===== src/rtl/edo_pkg.sv =====
package edo_pkg;

    localparam int ROW_W  = 9;
    localparam int COL_W  = 8;
    localparam int ADDR_W = ROW_W + COL_W;
    localparam int NBYTE  = 2;
    localparam int DATA_W = 8 * NBYTE;

    typedef enum logic [3:0] {
        ST_PAUSE,
        ST_INIT_ROW,
        ST_IDLE,
        ST_ROW,
        ST_COLSET,
        ST_STROBE,
        ST_OPEN,
        ST_PRECH,
        ST_CBR_SETUP,
        ST_CBR_ROW
    } seq_state_t;

    typedef struct packed {
        logic [ROW_W-1:0]  row;
        logic [COL_W-1:0]  col;
        logic              wr;
        logic [NBYTE-1:0]  be;
        logic [DATA_W-1:0] wdata;
    } host_op_t;

    typedef struct packed {
        logic              ras_n;
        logic [NBYTE-1:0]  cas_n;
        logic              we_n;
        logic              oe_n;
        logic              dq_oe;
        logic [ROW_W-1:0]  addr;
        logic [DATA_W-1:0] dq;
    } dram_pins_t;

    localparam dram_pins_t PINS_QUIET = '{
        ras_n: 1'b1, cas_n: '1, we_n: 1'b1, oe_n: 1'b1,
        dq_oe: 1'b0, addr: '0, dq: '0
    };

    function automatic int imax(input int a, input int b);
        return (a > b) ? a : b;
    endfunction

    function automatic host_op_t pack_op(input logic [ADDR_W-1:0] a,
                                         input logic wr,
                                         input logic [NBYTE-1:0] be,
                                         input logic [DATA_W-1:0] d);
        host_op_t o;
        o.row   = a[ADDR_W-1:COL_W];
        o.col   = a[COL_W-1:0];
        o.wr    = wr;
        o.be    = be;
        o.wdata = d;
        return o;
    endfunction

endpackage


===== src/rtl/edo_pwrup.sv =====
module edo_pwrup #(
    parameter int PAUSE_CYC = 20000
) (
    input  logic clk,
    input  logic rst,
    output logic pause_done
);
    localparam int CW = $clog2(PAUSE_CYC + 1);

    logic [CW-1:0] cnt;

    always_ff @(posedge clk) begin
        if (rst) begin
            cnt        <= '0;
            pause_done <= 1'b0;
        end else if (!pause_done) begin
            if (cnt == CW'(PAUSE_CYC - 1)) begin
                pause_done <= 1'b1;
            end else begin
                cnt <= cnt + 1'b1;
            end
        end
    end
endmodule


===== src/rtl/edo_pagetrk.sv =====
module edo_pagetrk import edo_pkg::*; #(
    parameter int T_RAS = 5
) (
    input  logic             clk,
    input  logic             rst,
    input  logic             ras_n,
    input  logic             row_load,
    input  logic [ROW_W-1:0] row_in,
    input  logic [ROW_W-1:0] req_row,
    output logic             hit,
    output logic             ras_ok
);
    localparam int AW = $clog2(T_RAS + 1);

    logic [ROW_W-1:0] open_row;
    logic [AW-1:0]    age;

    always_ff @(posedge clk) begin
        if (rst) begin
            open_row <= '0;
            age      <= '0;
        end else begin
            if (row_load) open_row <= row_in;
            if (ras_n) begin
                age <= '0;
            end else if (age != AW'(T_RAS)) begin
                age <= age + 1'b1;
            end
        end
    end

    assign hit    = (req_row == open_row);
    assign ras_ok = (age >= AW'(T_RAS - 1));
endmodule


===== src/rtl/edo_seq.sv =====
module edo_seq import edo_pkg::*; #(
    parameter int INIT_CYC = 8,
    parameter int T_RCD    = 2,
    parameter int T_CAS    = 2,
    parameter int T_CP     = 1,
    parameter int T_RAS    = 5,
    parameter int T_RP     = 4
) (
    input  logic              clk,
    input  logic              rst,
    input  logic              pause_done,
    input  logic              hit,
    input  logic              ras_ok,
    input  logic              req_valid,
    input  host_op_t          host_op,
    input  logic              ref_req,
    input  logic [DATA_W-1:0] dq_in,
    output logic              req_ready,
    output logic              rd_valid,
    output logic [DATA_W-1:0] rd_data,
    output logic              ref_ack,
    output dram_pins_t        pins,
    output logic              row_load
);
    localparam int TMAX = imax(imax(imax(T_RCD, T_CAS), imax(T_CP, T_RAS)), T_RP);
    localparam int TW   = $clog2(TMAX + 1);
    localparam int IW   = $clog2(INIT_CYC + 1);

    seq_state_t        state;
    logic [TW-1:0]     tmr;
    logic [IW-1:0]     init_left;
    host_op_t          cur;
    host_op_t          nxt;
    logic [DATA_W-1:0] rd_masked;
    logic              idle_take;
    logic              open_take;
    logic              open_close;

    // operation fed into the column phase: a fresh host op on a page hit,
    // otherwise the op latched when the row was opened
    assign nxt = (state == ST_OPEN) ? host_op : cur;

    assign idle_take  = (state == ST_IDLE) && !ref_req && req_valid;
    assign open_take  = (state == ST_OPEN) && (tmr == '0) && !ref_req && hit && req_valid;
    assign open_close = (state == ST_OPEN) && (tmr == '0) && ras_ok &&
                        (ref_req || (req_valid && !hit));

    assign req_ready = !ref_req &&
                       ((state == ST_IDLE) || ((state == ST_OPEN) && (tmr == '0) && hit));
    assign row_load  = idle_take;

    for (genvar g = 0; g < NBYTE; g++) begin : g_lane
        assign rd_masked[8*g +: 8] = cur.be[g] ? dq_in[8*g +: 8] : 8'h00;
    end

    always_ff @(posedge clk) begin
        if (rst) begin
            state     <= ST_PAUSE;
            pins      <= PINS_QUIET;
            tmr       <= '0;
            init_left <= IW'(INIT_CYC);
            cur       <= '0;
            rd_valid  <= 1'b0;
            rd_data   <= '0;
            ref_ack   <= 1'b0;
        end else begin
            rd_valid <= 1'b0;
            ref_ack  <= 1'b0;
            case (state)
                ST_PAUSE: begin
                    if (pause_done) begin
                        state      <= ST_INIT_ROW;
                        pins.ras_n <= 1'b0;
                        pins.addr  <= ROW_W'(init_left);
                        tmr        <= TW'(T_RAS - 1);
                    end
                end
                ST_INIT_ROW, ST_CBR_ROW: begin
                    if (tmr == '0) begin
                        pins.ras_n <= 1'b1;
                        pins.cas_n <= '1;
                        tmr        <= TW'(T_RP - 1);
                        state      <= ST_PRECH;
                        if (state == ST_INIT_ROW) init_left <= init_left - 1'b1;
                        else                      ref_ack   <= 1'b1;
                    end else begin
                        tmr <= tmr - 1'b1;
                    end
                end
                ST_PRECH: begin
                    if (tmr != '0) begin
                        tmr <= tmr - 1'b1;
                    end else if (init_left != '0) begin
                        state      <= ST_INIT_ROW;
                        pins.ras_n <= 1'b0;
                        pins.addr  <= ROW_W'(init_left);
                        tmr        <= TW'(T_RAS - 1);
                    end else begin
                        state <= ST_IDLE;
                    end
                end
                ST_IDLE: begin
                    if (ref_req) begin
                        state      <= ST_CBR_SETUP;
                        pins.cas_n <= '0;
                    end else if (req_valid) begin
                        cur        <= host_op;
                        state      <= ST_ROW;
                        pins.ras_n <= 1'b0;
                        pins.addr  <= host_op.row;
                        tmr        <= TW'(T_RCD - 1);
                    end
                end
                ST_CBR_SETUP: begin
                    state      <= ST_CBR_ROW;
                    pins.ras_n <= 1'b0;
                    tmr        <= TW'(T_RAS - 1);
                end
                ST_ROW, ST_OPEN: begin
                    if (state == ST_OPEN && tmr != '0) begin
                        tmr <= tmr - 1'b1;
                    end else if (state == ST_ROW && tmr != '0) begin
                        tmr <= tmr - 1'b1;
                    end else if (open_close) begin
                        pins.ras_n <= 1'b1;
                        tmr        <= TW'(T_RP - 1);
                        state      <= ST_PRECH;
                    end else if (state == ST_ROW || open_take) begin
                        cur        <= nxt;
                        state      <= ST_COLSET;
                        pins.addr  <= {1'b0, nxt.col};
                        pins.we_n  <= !nxt.wr;
                        pins.oe_n  <= nxt.wr;
                        pins.dq_oe <= nxt.wr;
                        pins.dq    <= nxt.wdata;
                    end
                end
                ST_COLSET: begin
                    state      <= ST_STROBE;
                    pins.cas_n <= ~cur.be;
                    tmr        <= TW'(T_CAS - 1);
                end
                ST_STROBE: begin
                    if (tmr == '0) begin
                        pins.cas_n <= '1;
                        pins.we_n  <= 1'b1;
                        pins.oe_n  <= 1'b1;
                        pins.dq_oe <= 1'b0;
                        tmr        <= TW'(T_CP - 1);
                        state      <= ST_OPEN;
                        if (!cur.wr) begin
                            rd_valid <= 1'b1;
                            rd_data  <= rd_masked;
                        end
                    end else begin
                        tmr <= tmr - 1'b1;
                    end
                end
                default: begin
                    state <= ST_IDLE;
                    pins  <= PINS_QUIET;
                end
            endcase
        end
    end
endmodule


===== src/rtl/edo_ctrl.sv =====
module edo_ctrl import edo_pkg::*; #(
    parameter int PAUSE_CYC = 20000,
    parameter int INIT_CYC  = 8,
    parameter int T_RCD     = 2,
    parameter int T_CAS     = 2,
    parameter int T_CP      = 1,
    parameter int T_RAS     = 5,
    parameter int T_RP      = 4
) (
    input  logic              clk,
    input  logic              rst,
    input  logic              req_valid,
    output logic              req_ready,
    input  logic [ADDR_W-1:0] req_addr,
    input  logic              req_we,
    input  logic [NBYTE-1:0]  req_be,
    input  logic [DATA_W-1:0] req_wdata,
    output logic              rd_valid,
    output logic [DATA_W-1:0] rd_data,
    input  logic              ref_req,
    output logic              ref_ack,
    output logic [ROW_W-1:0]  dram_addr,
    output logic              dram_ras_n,
    output logic              dram_lcas_n,
    output logic              dram_ucas_n,
    output logic              dram_we_n,
    output logic              dram_oe_n,
    output logic [DATA_W-1:0] dram_dq_out,
    output logic              dram_dq_oe,
    input  logic [DATA_W-1:0] dram_dq_in
);
    host_op_t   host_op;
    dram_pins_t pins;
    logic       pause_done;
    logic       hit;
    logic       ras_ok;
    logic       row_load;

    assign host_op = pack_op(req_addr, req_we, req_be, req_wdata);

    edo_pwrup #(.PAUSE_CYC(PAUSE_CYC)) u_pwrup (
        .clk(clk), .rst(rst), .pause_done(pause_done)
    );

    edo_pagetrk #(.T_RAS(T_RAS)) u_page (
        .clk(clk), .rst(rst), .ras_n(pins.ras_n), .row_load(row_load),
        .row_in(host_op.row), .req_row(host_op.row), .hit(hit), .ras_ok(ras_ok)
    );

    edo_seq #(
        .INIT_CYC(INIT_CYC), .T_RCD(T_RCD), .T_CAS(T_CAS), .T_CP(T_CP),
        .T_RAS(T_RAS), .T_RP(T_RP)
    ) u_seq (
        .clk(clk), .rst(rst), .pause_done(pause_done), .hit(hit), .ras_ok(ras_ok),
        .req_valid(req_valid), .host_op(host_op), .ref_req(ref_req),
        .dq_in(dram_dq_in), .req_ready(req_ready), .rd_valid(rd_valid),
        .rd_data(rd_data), .ref_ack(ref_ack), .pins(pins), .row_load(row_load)
    );

    assign dram_addr   = pins.addr;
    assign dram_ras_n  = pins.ras_n;
    assign dram_lcas_n = pins.cas_n[0];
    assign dram_ucas_n = pins.cas_n[1];
    assign dram_we_n   = pins.we_n;
    assign dram_oe_n   = pins.oe_n;
    assign dram_dq_out = pins.dq;
    assign dram_dq_oe  = pins.dq_oe;
endmodule


===== config.mk =====
export PLATFORM = sky130hd
export DESIGN_NAME = edo_ctrl
export DESIGN_NICKNAME = d
export VERILOG_FILES = /design/src/rtl/edo_pkg.sv /design/src/rtl/edo_pwrup.sv /design/src/rtl/edo_pagetrk.sv /design/src/rtl/edo_seq.sv /design/src/rtl/edo_ctrl.sv
export SDC_FILE = /design/constraint.sdc
export NUM_CORES = 1
export LEC_CHECK = 0
export BUFFER_PORTS_ARGS = -buffer_cell sky130_fd_sc_hd__buf_2
export CORE_MARGIN = 1
export CORE_UTILIZATION = 45
export DETAILED_ROUTE_END_ITERATION = 16
export HOLD_SLACK_MARGIN = 0.05
export PLACE_DENSITY_LB_ADDON = 0.3
export RECOVER_POWER = 100
export SYNTH_ARGS = -nofsm -noshare
export SYNTH_HDL_FRONTEND = slang
export SYNTH_HIERARCHICAL = 1
export SYNTH_SLANG_ARGS = --single-unit

===== constraint.sdc =====
create_clock -name clk -period 3.1 [get_ports clk]
set_input_delay 0 -clock clk [delete_from_list [all_inputs] [get_ports clk]]
set_output_delay 0 -clock clk [all_outputs]
set_load 0.02 [all_outputs]

==> flow_metrics.py <==
metrics = {
    "clocking": {
        "clk_latency_ns": 0.41,
        "cts_setup_buffers": 0,
        "clkSlewWorstSetupHoldPaths_ns": 0.05,
        "hold_buffers": 53,
        "cts.path.max_buffers": 2,
        "ctsResizeCount": 0,
        "cts_buffers": 17,
        "cts_tree": "done",
        "htree_num_levels": 4,
        "cts-root-buf": "clkbuf_16",
        "cts_sinks": 115,
    },
    "sta": {
        "setup_viol": 0,
        "clock_skew_ns": 0.00864,
        "maxSlewViolCount": 0,
        "fin_crit_ns": 2.72,
        "hold_violations": 0,
        "rsz0062_at_grt": "false",
        "setup_tns_ns": 0,
        "tightest_slew_ns": 0.992,
        "setup_slack_ns": 0.383,
        "relSlewSlack": 0.339,
        "fmax_ghz": 0.368,
        "fin_crit_sh": 0.876,
    },
    "detailed_routing": {
        "ant_nets": 0,
        "wl_per_cell_um": 15.9,
        "drc": 0,
        "totalWireLength_um": 14700,
        "num_vias": 5204,
        "via_per_inst": 5.66,
        "drt-initial-drc-count": 475,
        "dr.pass1.iters": 5,
    },
    "placed_design": {
        "numPortBuffers": 105,
        "pre_cts_slack_ns": 0.561,
        "place_area_um2": 5990,
        "hpwl_um": 9220,
        "place_congestion": 0.902,
        "placed_cells": 833,
    },
    "hold_path": {
        "worstHoldPathType": "in -> reg",
    },
    "synth": {
        "synth_top_area_share": 0.420,
        "synth.net_count": 684,
        "ys_async_sr_fraction": 0,
        "synth_area_um2": 5480,
        "synth_seq_cells": 115,
        "synth.area.top_cells": "dfxtp_1 42%, nand2_1 5.7%, nor2_1 4.7%, a21oi_1 4.4%, a22oi_1 3.4%",
        "synth.most_common_cell": "dfxtp_1",
        "yosysTopAreaCell": "dfxtp_1",
        "synth_cells": 621,
        "syn-mean-instance-area_um2": 8.83,
        "ys_types": 68,
        "yosys-top-cells-count": "115 x dfxtp_1, 83 x nand2_1, 68 x nor2_1",
        "ys.flop_type": "dfxtp_1",
        "yosysSeqAreaShare": 0.420,
        "synth_warnings": 6,
        "synth-edff-count": 0,
    },
    "grt": {
        "grtUsageTotal": 0.237,
        "grt_pass1_wl_um": 23700,
        "antenna_found_initial": 1,
        "busiest_layer": "met2",
        "grt_start_max_net_pins": 82,
        "use_met1": 0.280,
        "use_met2": 0.411,
        "gr-total-overflow": 0,
        "grt_util_met3": 0.0794,
        "first_global_vias": 4924,
    },
    "final_layout": {
        "post-route-util": 0.606,
        "fin_area_um2": 7070,
        "fillers": 1022,
        "final_cells": 919,
        "nets": 825,
        "drive_gt1_frac": 0.145,
        "area_growth_pct": 28.9,
    },
    "floorplan": {
        "die_h_um": 112,
        "initial_utilization": 0.470,
        "core-area_um2": 11700,
        "rows": 39,
        "die_x_um": 112,
        "dieArea_um2": 12600,
        "ios": 106,
    },
    "setup_path": {
        "critPathMaxFanout": 27,
        "worstPathArrival_ns": 2.97,
        "worstSetupPathType": "reg -> reg",
        "worstSetupStartpointType": "flip-flop",
        "critPathCaptureType": "flip-flop",
        "crit_required_ns": 3.35,
    },
    "job": {
        "maxCapViolations": 0,
    },
    "power": {
        "peakVddDrop_mv": 0.562,
        "p_leak_nw": 2.59,
        "powerDensity_nw_per_um2": 819,
    },
    "run_status": {
        "status": "finished, final reports clean",
    },
}
==> worst max-delay path, stage by stage (launching register included) <==
cell     delay (ns)
dfxtp_1        0.78
nor4b_2        0.80
a31oi_4        0.06
or2_1          0.61
nand2_1        0.23
a21oi_1        0.08
==> cell usage in the layout (no fill, tap or decap), drive strengths merged, types with 20 or more instances in the layout <==
master and count:
dfxtp 115, nand2 84, clkbuf 77, nor2 69
buf 63, dlygate4sd3 53, a21oi 49, a22oi 25
a211oi 20
==> cell families (layout without fill, tap and decap cells) <==
logic type      count (synthesis)  count (layout)  synth area share
compound gates                164             164             0.218
mux                            22              22            0.0429
other cells                     0               1                 0
xor+xnor                       20              20            0.0320
simple gates                  233             233             0.211
flops                         115             115             0.420
buf+inv                        60             214            0.0596
fa+ha+maj                       7               7            0.0160
==> path summary, 6_finish.rpt <==
check / from / to / slack (ns) / depth (start not counted)
setup / recovery: u_seq/state[1] / u_seq/cur[11] / 0.38 / 5
hold / removal: rst / u_pwrup/cnt[7] / 0.17 / 2
setup reg to reg: u_seq/state[1] / u_seq/cur[11] / 0.38 / 5
hold reg to reg: u_seq/cur[5] / u_seq/cur[5] / 0.45 / 2
==> power breakdown <==
group	internal, mW	switching, mW
logic	0.670	1.09
clock network	1.51	0.664
registers	1.67	0.181
==> layer usage <==
layer  up-vias  part of all wire
met1      2453              0.42
met5         -                 0
met4         0            0.0083
li1       2506                 -
met3        12             0.074
met2       233              0.50
==> stage by stage <==
stage               hold WS, ns  power [mW]
global placement          0.212        3.56
CTS                       0.161        5.85
global route              0.206        6.05
finish                    0.171        5.79
floorplan                0.0767        3.27
detailed placement        0.218        3.60
==> registers in the layout, summed over array words and instances, names as in the netlist <==
signal / count
u_seq/state: 4
u_pwrup/pause_done: 1
u_seq/ref_ack: 1
u_seq/rd_data: 16
u_seq/init_left: 4
u_page/age: 3
u_seq/pins: 31
u_pwrup/cnt: 15
u_seq/cur: 27
u_seq/tmr: 3
u_page/open_row: 9
u_seq/rd_valid: 1
==> final cells by class <==
cell class / count / area [µm²] / share of cell area
clock inverter: 8 / 171 / 0.0243
timing repair buffer: 169 / 1070 / 0.151
antenna: 1 / 2.50 / 0.000354
sequential: 115 / 2300 / 0.326
tap: 143 / 179 / 0.0253
inverter: 13 / 48.8 / 0.00690
multi-input combinational: 446 / 2800 / 0.397
clock buffer: 24 / 492 / 0.0696
Note: power is estimated with default switching activity, not from simulation.
